File: src/rtl/deadtime_pkg.sv
`timescale 1ns/1ps
package deadtime_pkg;
   localparam int unsigned DEF_NUM_CH = 3;
   localparam int unsigned DEF_CNT_W  = 6;

   typedef struct packed {
      logic hi;
      logic lo;
   } sw_pair_t;
endpackage

File: src/rtl/dt_edge_detect.sv
`timescale 1ns/1ps
module dt_edge_detect (
   input  logic clk,
   input  logic rst,
   input  logic enable,
   input  logic state_now,
   output logic state_q,
   output logic trig
);
   // Reset copies the live bit so leaving reset causes no spurious trigger.
   always_ff @(posedge clk) begin
      state_q <= state_now;
   end

   always_comb begin
      trig = enable & (state_now ^ state_q) & ~rst;
   end
endmodule

File: src/rtl/dt_down_counter.sv
`timescale 1ns/1ps
module dt_down_counter #(
   parameter int unsigned CNT_W = 6
) (
   input  logic             clk,
   input  logic             rst,
   input  logic             load,
   input  logic             tick,
   input  logic [CNT_W-1:0] load_val,
   output logic             expired
);
   logic [CNT_W-1:0] cnt_q;

   always_ff @(posedge clk) begin
      if (rst) begin
         cnt_q <= '0;
      end else if (load) begin
         cnt_q <= load_val;
      end else if (tick && (cnt_q != '0)) begin
         cnt_q <= cnt_q - 1'b1;
      end
   end

   assign expired = (cnt_q == '0);
endmodule

File: src/rtl/dt_output_steer.sv
`timescale 1ns/1ps
module dt_output_steer
   import deadtime_pkg::*;
(
   input  logic     rst,
   input  logic     enable,
   input  logic     state_now,
   input  logic     state_q,
   input  logic     expired,
   output sw_pair_t sw
);
   sw_pair_t raw;

   always_comb begin
      if (enable) begin
         // Turn-off follows the live bit; turn-on waits for a settled bit and an empty counter.
         raw.hi = state_now & state_q & expired;
         raw.lo = ~state_now & ~state_q & expired;
      end else begin
         raw.hi = state_now;
         raw.lo = ~state_now;
      end
      sw.hi = raw.hi & ~rst;
      sw.lo = raw.lo & ~rst;
   end
endmodule

File: src/rtl/deadtime_gen3.sv
`timescale 1ns/1ps
module deadtime_gen3
   import deadtime_pkg::*;
#(
   parameter int unsigned NUM_CH = DEF_NUM_CH,
   parameter int unsigned CNT_W  = DEF_CNT_W
) (
   input  logic              clk,
   input  logic              rst,
   input  logic              tick,
   input  logic [CNT_W-1:0]  dt_val,
   input  logic [NUM_CH-1:0] ch_en,
   input  logic [NUM_CH-1:0] state_in,
   output logic [NUM_CH-1:0] hi_out,
   output logic [NUM_CH-1:0] lo_out,
   output logic [NUM_CH-1:0] dt_done
);
   localparam int unsigned MAX_DT = (1 << CNT_W) - 1;

   if (NUM_CH < 1 || NUM_CH > 16) begin : g_bad_ch
      $error("deadtime_gen3: NUM_CH out of range");
   end
   if (CNT_W < 1 || CNT_W > 16) begin : g_bad_w
      $error("deadtime_gen3: CNT_W out of range");
   end
   if (MAX_DT < 1) begin : g_bad_max
      $error("deadtime_gen3: counter cannot hold a dead time");
   end

   for (genvar c = 0; c < NUM_CH; c++) begin : g_ch
      logic     st_q;
      logic     trig;
      logic     expired;
      sw_pair_t pair;

      dt_edge_detect i_edge (
         .clk       (clk),
         .rst       (rst),
         .enable    (ch_en[c]),
         .state_now (state_in[c]),
         .state_q   (st_q),
         .trig      (trig)
      );

      dt_down_counter #(.CNT_W(CNT_W)) i_cnt (
         .clk      (clk),
         .rst      (rst),
         .load     (trig),
         .tick     (tick),
         .load_val (dt_val),
         .expired  (expired)
      );

      dt_output_steer i_steer (
         .rst       (rst),
         .enable    (ch_en[c]),
         .state_now (state_in[c]),
         .state_q   (st_q),
         .expired   (expired),
         .sw        (pair)
      );

      assign hi_out[c]  = pair.hi;
      assign lo_out[c]  = pair.lo;
      assign dt_done[c] = expired;
   end
endmodule

File: config.mk
export PLATFORM = sky130hd
export DESIGN_NAME = deadtime_gen3
export DESIGN_NICKNAME = d
export VERILOG_FILES = /design/src/rtl/deadtime_pkg.sv /design/src/rtl/dt_edge_detect.sv /design/src/rtl/dt_down_counter.sv /design/src/rtl/dt_output_steer.sv /design/src/rtl/deadtime_gen3.sv
export SDC_FILE = /design/constraint.sdc
export NUM_CORES = 1
export LEC_CHECK = 0
export BUFFER_PORTS_ARGS = -buffer_cell sky130_fd_sc_hd__buf_2
export CAP_MARGIN = 40
export CORE_MARGIN = 2
export CORE_UTILIZATION = 58
export DETAILED_ROUTE_END_ITERATION = 16
export GPL_TIMING_DRIVEN = 0
export HOLD_SLACK_MARGIN = 0.05
export PLACE_DENSITY = 0.82
export SYNTH_ARGS = -nofsm -noshare
export SYNTH_HDL_FRONTEND = slang
export SYNTH_SLANG_ARGS = --single-unit
File: constraint.sdc
create_clock -name clk -period 5.1 [get_ports clk]
set_input_delay 1.02 -clock clk [delete_from_list [all_inputs] [get_ports clk]]
set_output_delay 1.02 -clock clk [all_outputs]
set_load 0.01 [all_outputs]
==> metrics.yaml, run 1 <==
setup_path:
  critPathMaxFanout: 5
  endpoint_kind: "primary output"
  r2r_start: "g_ch[1].i_cnt.cnt_q[0]$_SDFFE_PP0P_"
  cp_num_buf_inv: 2
  reg2reg_depth: 6
  reg2reg_setup_slack_ns: 3.12
  cp-start-kind: "flip-flop"
  cpPeakStageDelay_ns: 0.42
  path_cells: "inv_1 -> ha_1 -> or3b_1 -> nor2_1 -> nand3_1 -> a21oi_1 -> buf_2"
  crit_start: "g_ch[1].i_cnt.cnt_q[0]$_SDFFE_PP0P_"
  critPathTopFamily: "simple AND/OR/NAND/NOR gates"
  critPathRequiredTime_ns: 4.08
  cp_slowest_cell: "or3b_1"
  criticalPathCategory: "flip-flop to primary output"
  cp.depth: 7
  crit_path_end: "hi_out[1]"
  cp.arrival_ns: 2.14
  r2r-end: "g_ch[1].i_cnt.cnt_q[1]$_SDFFE_PP0P_"
routing:
  detail_route.wl_per_cell_um: 14.4
  drtAntennaViolNets: 0
  dr.first_iter.drc_count: 13
  drc_errors: 0
  via_per_inst: 5.83
  first_pass_iters: 4
  routed-via-count: 1307
  routed_wl_um: 3230
cts:
  cts_root_buf: "clkbuf_4"
  post_cts_resized: 0
  cts_buffers: 3
  cts_setup_buffers: 0
  postCtsHoldBufs: 0
  clkSlewWorstSetupHoldPaths_ns: 0.13
  clk_latency_ns: 0.32
  clockBufferDepth: 2
  clkSinkCount: 21
  htree_num_levels: 1
  cts_tree: "built"
yosys:
  yosysSeqAreaShare_pct: 29.9
  syn_nets: 196
  synth_top_cell_by_area: "dfxtp_1"
  netlist-cell-type-count: 41
  synth-edff-count: 0
  synth_top_cell_area_share_pct: 29.9
  synth_ff_type: "dfxtp_1"
  synth_area_per_cell_um2: 8.32
  ys_async_sr_fraction_pct: 0
  synth_area_mm2: 0.00141
  synth-seq-cells: 21
  netlist_instances: 169
  synth_area_leaders: "dfxtp_1 30%, ha_1 11%, nor2_1 6.1%"
  ys_warn_count: 0
layout:
  fin_nets: 224
  layout-drive-gt1-share_pct: 19.9
  antenna_cells: 0
  area_delta_synth_final_pct: 12.6
  fin_util_pct: 70.3
global_routing:
  grt_pass1_wl_um: 5360
  antenna_found_initial: 0
  grt_max_degree: 13
  overflow: 0
  grt_usage_pct: 26.1
  grt_pass1_vias: 1226
power:
  netSwitchingPower_w: 0.000189
  swShare_pct: 37.4
  power_density_mw_per_mm2: 319
  p_clk_share_pct: 16.9
  combPwrFrac_pct: 41.4
  power.total_w: 0.000506
  p_int_w: 0.000316
  p_leak_nw: 0.690
  irDropWorstVdd_mv: 0.210
  pwr-share-seq_pct: 41.7
die:
  die_h_um: 53.2
  core_area_mm2: 0.00225
  ios: 24
  fp.dieW_um: 53.2
  placementRows: 17
  die-area_mm2: 0.00283
  start_util_pct: 62.4
sta:
  finalHoldViolCount: 0
  skew_ns: 0.00775
  slew_viol_final: 0
  min_period_ns: 3.16
  rsz0062_at_grt: "false"
  slew-limit-headroom_pct: 65.2
  whs_ns: 0.545
  finalSetupTns_ns: 0
  fin_crit_sh_pct: 62.0
  setup_viol: 0
  fmax_ghz: 0.316
  worstMarginPinSlew_ns: 0.522
placed_design:
  io_buffer_count: 23
  place_congestion: 0.876
  dp_hpwl_um: 2500
flow_run:
  maxCapViolations: 0
run_status:
  status: "finished clean"
hold_path:
  hold_path_class: "flip-flop to flip-flop"
  whs_path_depth: 2
[through the flow]
stage	area, um^2	std cells	worst slack (ns)
after global routing	1580	224	1.80
after global placement	1560	220	2.24
after floorplan	1410	169	2.56
after detailed placement	1560	220	2.24
final	1580	224	1.94
after CTS	1580	224	1.94
[kinds of logic after synthesis]
family                     Yosys count  synth area share, %
and+or+nand+nor                     67                 25.4
AOI/OAI and AO/OA                   38                 21.4
buffers and inverters               22                 6.76
DFF                                 21                 29.9
adders and majority gates           12                 10.7
xor gates and xnor gates             7                 4.36
muxes                                2                 1.60
[cell usage in the layout, fill, tap and decap left out, types with 4 or more instances in the layout]
master	instances
a211oi_1	10
a21oi_1	6
buf_2	24
clkbuf_1	4
dfxtp_1	21
ha_1	12
inv_1	14
nand2_1	10
nand2b_1	6
nand3_1	6
nor2_1	23
nor3_1	5
o21ai_0	4
xnor2_1	6
[per-layer routing]
metal / global-route usage [%] / part of all wire, %
met3: 4.80 / 4.2
met2: 44.4 / 49
met1: 31.0 / 43
met5: 0 / 0
met4: 12.8 / 3.3
[registers in the layout, indices dropped and copies added, names as in the netlist]
name / count
g_ch.i_cnt.cnt_q: 18
g_ch.i_edge.state_q: 3
[worst reg2reg max path, delay by kind of cell (launching register included)]
family	cells	cell delay, ns
compound gates	2	0.45
fa+ha+maj	1	0.24
buf+inv	1	0.11
flops	1	0.33
mux	1	0.36
simple gates	1	0.42
[power by group through the flow]
stage	logic, W	clock network (W)	registers [W]
floorplan	0.000160	0	0.000209
global placement	0.000197	0	0.000212
detailed placement	0.000207	0	0.000214
CTS	0.000209	0.0000868	0.000211
global route	0.000237	0.0000939	0.000214
finish	0.000209	0.0000854	0.000211
[synthesized netlist by cell type, drive strengths merged, types with 2 or more instances]
cell type / count
a21oi: 6
o31a: 3
dfxtp: 21
nor3: 5
nor2: 23
nand2b: 6
or3b: 2
nor4bb: 2
and2: 2
nand2: 10
a31oi: 3
a211oi: 10
nor3b: 3
a221oi: 2
o21ai: 5
buf: 4
a21boi: 2
xnor2: 6
nand3: 6
ha: 12
a311oi: 3
clkbuf: 4
mux2: 2
inv: 14
or3: 3
[how the worst min path moves through the flow]
stage / start / to
3_5_place_dp: g_ch[0].i_cnt.cnt_q[3]$_SDFFE_PP0P_ / g_ch[0].i_cnt.cnt_q[3]$_SDFFE_PP0P_
5_1_grt: g_ch[0].i_cnt.cnt_q[3]$_SDFFE_PP0P_ / g_ch[0].i_cnt.cnt_q[3]$_SDFFE_PP0P_
4_1_cts: g_ch[0].i_cnt.cnt_q[3]$_SDFFE_PP0P_ / g_ch[0].i_cnt.cnt_q[3]$_SDFFE_PP0P_
2_1_floorplan: g_ch[0].i_cnt.cnt_q[3]$_SDFFE_PP0P_ / g_ch[0].i_cnt.cnt_q[3]$_SDFFE_PP0P_
3_3_place_gp: g_ch[0].i_cnt.cnt_q[3]$_SDFFE_PP0P_ / g_ch[0].i_cnt.cnt_q[3]$_SDFFE_PP0P_
6_report: g_ch[0].i_cnt.cnt_q[3]$_SDFFE_PP0P_ / g_ch[0].i_cnt.cnt_q[3]$_SDFFE_PP0P_
[area by class of cell]
cell class	count	area (um^2)
Multi-Input combinational cell	126	891
Fill cell	199	671
Sequential cell	21	420
Timing Repair Buffer	23	115
Inverter	14	52.6
Buffer	8	42.5
Tap cell	28	35.0
Clock buffer	3	22.5
Clock inverter	1	5.00
Power figures use the tool's default switching activity.
==> run 2: changes to the inputs <==
- CORE_UTILIZATION: 58 -> 50
- PLACE_DENSITY: 0.82 -> 0.75
- clock period: 5.1 -> 2.9 ns (I/O delays scaled with it)
==> metrics.yaml, run 2 (synthesized netlist as in run 1, its figures left out) <==
run_status:
  status: "finished clean"
sta:
  skew_ns: 0.00901  # +0.00126 ns
  finalHoldViolCount: 0  # unchanged
  slew-limit-headroom_pct: 64.4  # -0.82 points
  whs_ns: 0.416  # -0.129 ns
  fmax_ghz: 0.371
  worstMarginPinSlew_ns: 0.530  # +0.00783 ns
  min_period_ns: 2.70
  fin_crit_sh_pct: 92.9
  setup_viol: 0  # unchanged
  rsz0062_at_grt: "false"
  slew_viol_final: 0  # unchanged
  finalSetupTns_ns: 0  # unchanged
die:
  die-area_mm2: 0.00325  # +15%
  start_util_pct: 51.9  # -10 points
  fp.dieW_um: 57.0  # +7.1%
  core_area_mm2: 0.00271  # +20%
  die_h_um: 57.0  # +7.1%
  placementRows: 19  # +2
  ios: 24  # unchanged
power:
  p_clk_share_pct: 16.7  # -0.2 points
  irDropWorstVdd_mv: 0.463  # +120%
  power.total_w: 0.000881  # +74%
  p_leak_nw: 0.687  # -0.40%
  p_int_w: 0.000558  # +76%
  pwr-share-seq_pct: 42.0  # +0.3 points
  combPwrFrac_pct: 41.3  # about the same
  power_density_mw_per_mm2: 555  # +74%
  swShare_pct: 36.7  # -0.76 points
  netSwitchingPower_w: 0.000323  # +71%
cts:
  clkSinkCount: 21  # unchanged
  post_cts_resized: 0  # unchanged
  cts_buffers: 3  # unchanged
  clk_latency_ns: 0.31  # about the same
  cts_setup_buffers: 0  # unchanged
  clockBufferDepth: 2  # unchanged
  cts_root_buf: "clkbuf_4"
  postCtsHoldBufs: 0  # unchanged
  clkSlewWorstSetupHoldPaths_ns: 0.12  # about the same
  cts_tree: "built"
  htree_num_levels: 1  # unchanged
routing:
  dr.first_iter.drc_count: 33  # +20
  drc_errors: 0  # unchanged
  via_per_inst: 5.67  # -2.8%
  first_pass_iters: 4  # unchanged
  drtAntennaViolNets: 0  # unchanged
  routed-via-count: 1287  # -1.5%
  routed_wl_um: 3070  # -4.9%
  detail_route.wl_per_cell_um: 13.5  # -6.1%
layout:
  multiInputGateArea_um2: 891  # unchanged
  regMostFlops: "g_ch.i_cnt.cnt_q"
  largest_reg_flops: 18  # unchanged
  fin_nets: 224  # unchanged
  fin_util_pct: 58.5  # -12 points
  seqCellArea_um2: 420  # unchanged
  antenna_cells: 0  # unchanged
  fin_area_mm2: 0.00159  # +0.16%
  final_cell_mix: "24 x buf_2, 23 x nor2_1, 21 x dfxtp_1"
  final_common_cell: "buf_2"
  area_delta_synth_final_pct: 12.8
  layout-drive-gt1-share_pct: 19.4  # -0.51 points
  reg_top3: "g_ch.i_cnt.cnt_q x18, g_ch.i_edge.state_q x3"
  n_fill_cell: 266  # +34%
global_routing:
  grt_pass1_vias: 1228  # +0.16%
  grt_max_degree: 12  # -1
  overflow: 0  # unchanged
  antenna_found_initial: 0  # unchanged
  grt_use_met2_pct: 36.5  # -8.0 points
  globalRoute.busiestLayer: "met2"
  grt_usage_pct: 20.6  # -5.5 points
  grt_util_met1_pct: 25.1  # -6.0 points
  grt_pass1_wl_um: 5330  # -0.65%
  use_met3_pct: 5.22  # +0.41 points
hold_path:
  hp-start: "state_in[0]"
  hold_path_class: "input pin to flip-flop"
placed_design:
  place_congestion: 0.788  # -9.9%
  dp_hpwl_um: 2370  # -5.3%
  placed_area_mm2: 0.00156  # +0.24%
  io_buffer_count: 23  # unchanged
setup_path:
  critPathRequiredTime_ns: 2.32  # -1.76 ns
  endpoint_kind: "primary output"
  critPathMaxFanout: 5  # unchanged
  crit_start: "g_ch[1].i_cnt.cnt_q[0]$_SDFFE_PP0P_"
  cp.arrival_ns: 2.12  # -0.02 ns
  cp-start-kind: "flip-flop"
  r2r_start: "g_ch[1].i_cnt.cnt_q[0]$_SDFFE_PP0P_"
  criticalPathCategory: "flip-flop to primary output"
flow_run:
  maxCapViolations: 0  # unchanged
run 2: cell type report:
class	instances	share of cell area, %
flip-flops and latches	21	26.5
inverters	14	3.31
well taps	31	2.44
clock buffers	4	1.66
plain buffers	8	2.68
multi-input cells	126	56.2
repair buffers	23	7.26
run 2: power by group through the flow:
stage / clock, W / sequential [W] / combinational (W)
after global routing: 0.000160 / 0.000377 / 0.000414
after CTS: 0.000153 / 0.000370 / 0.000365
after floorplan: 0 / 0.000367 / 0.000281
after global placement: 0 / 0.000373 / 0.000349
after detailed placement: 0 / 0.000376 / 0.000362
final: 0.000147 / 0.000370 / 0.000364
run 2: layer usage:
metal  up-vias  part of all wire, %  wire (um)
li1        652                    -          -
met5         -                    0          0
met2        15                   50       1520
met1       618                   47       1440
met4         0                 0.55         17
met3         2                  3.0         92
run 2: critical path, cell delays in order, from the launching register on:
cell and delay (ns):
dfxtp_1 0.34, inv_1 0.11, ha_1 0.23, or3b_1 0.41, nor2_1 0.30, nand3_1 0.12
a21oi_1 0.15, buf_2 0.15
run 2: final timing paths:
| check | to | slack [ns] | cells after the start |
|---|---|---|---|
| worst min register to register | g_ch[0].i_cnt.cnt_q[3]$_SDFFE_PP0P_ | 0.54 | 2 |
| worst max register to register | g_ch[1].i_cnt.cnt_q[1]$_SDFFE_PP0P_ | 0.94 | 6 |
| worst min-delay path | g_ch[0].i_edge.state_q$_DFF_P_ | 0.42 | 1 |
| worst max-delay path | hi_out[1] | 0.20 | 7 |
run 2: metrics by stage:
step                cells  worst slack, ns
floorplan             169            0.801
global placement      223            0.628
detailed placement    223            0.585
CTS                   227            0.194
global route          227           0.0836
finish                227            0.205
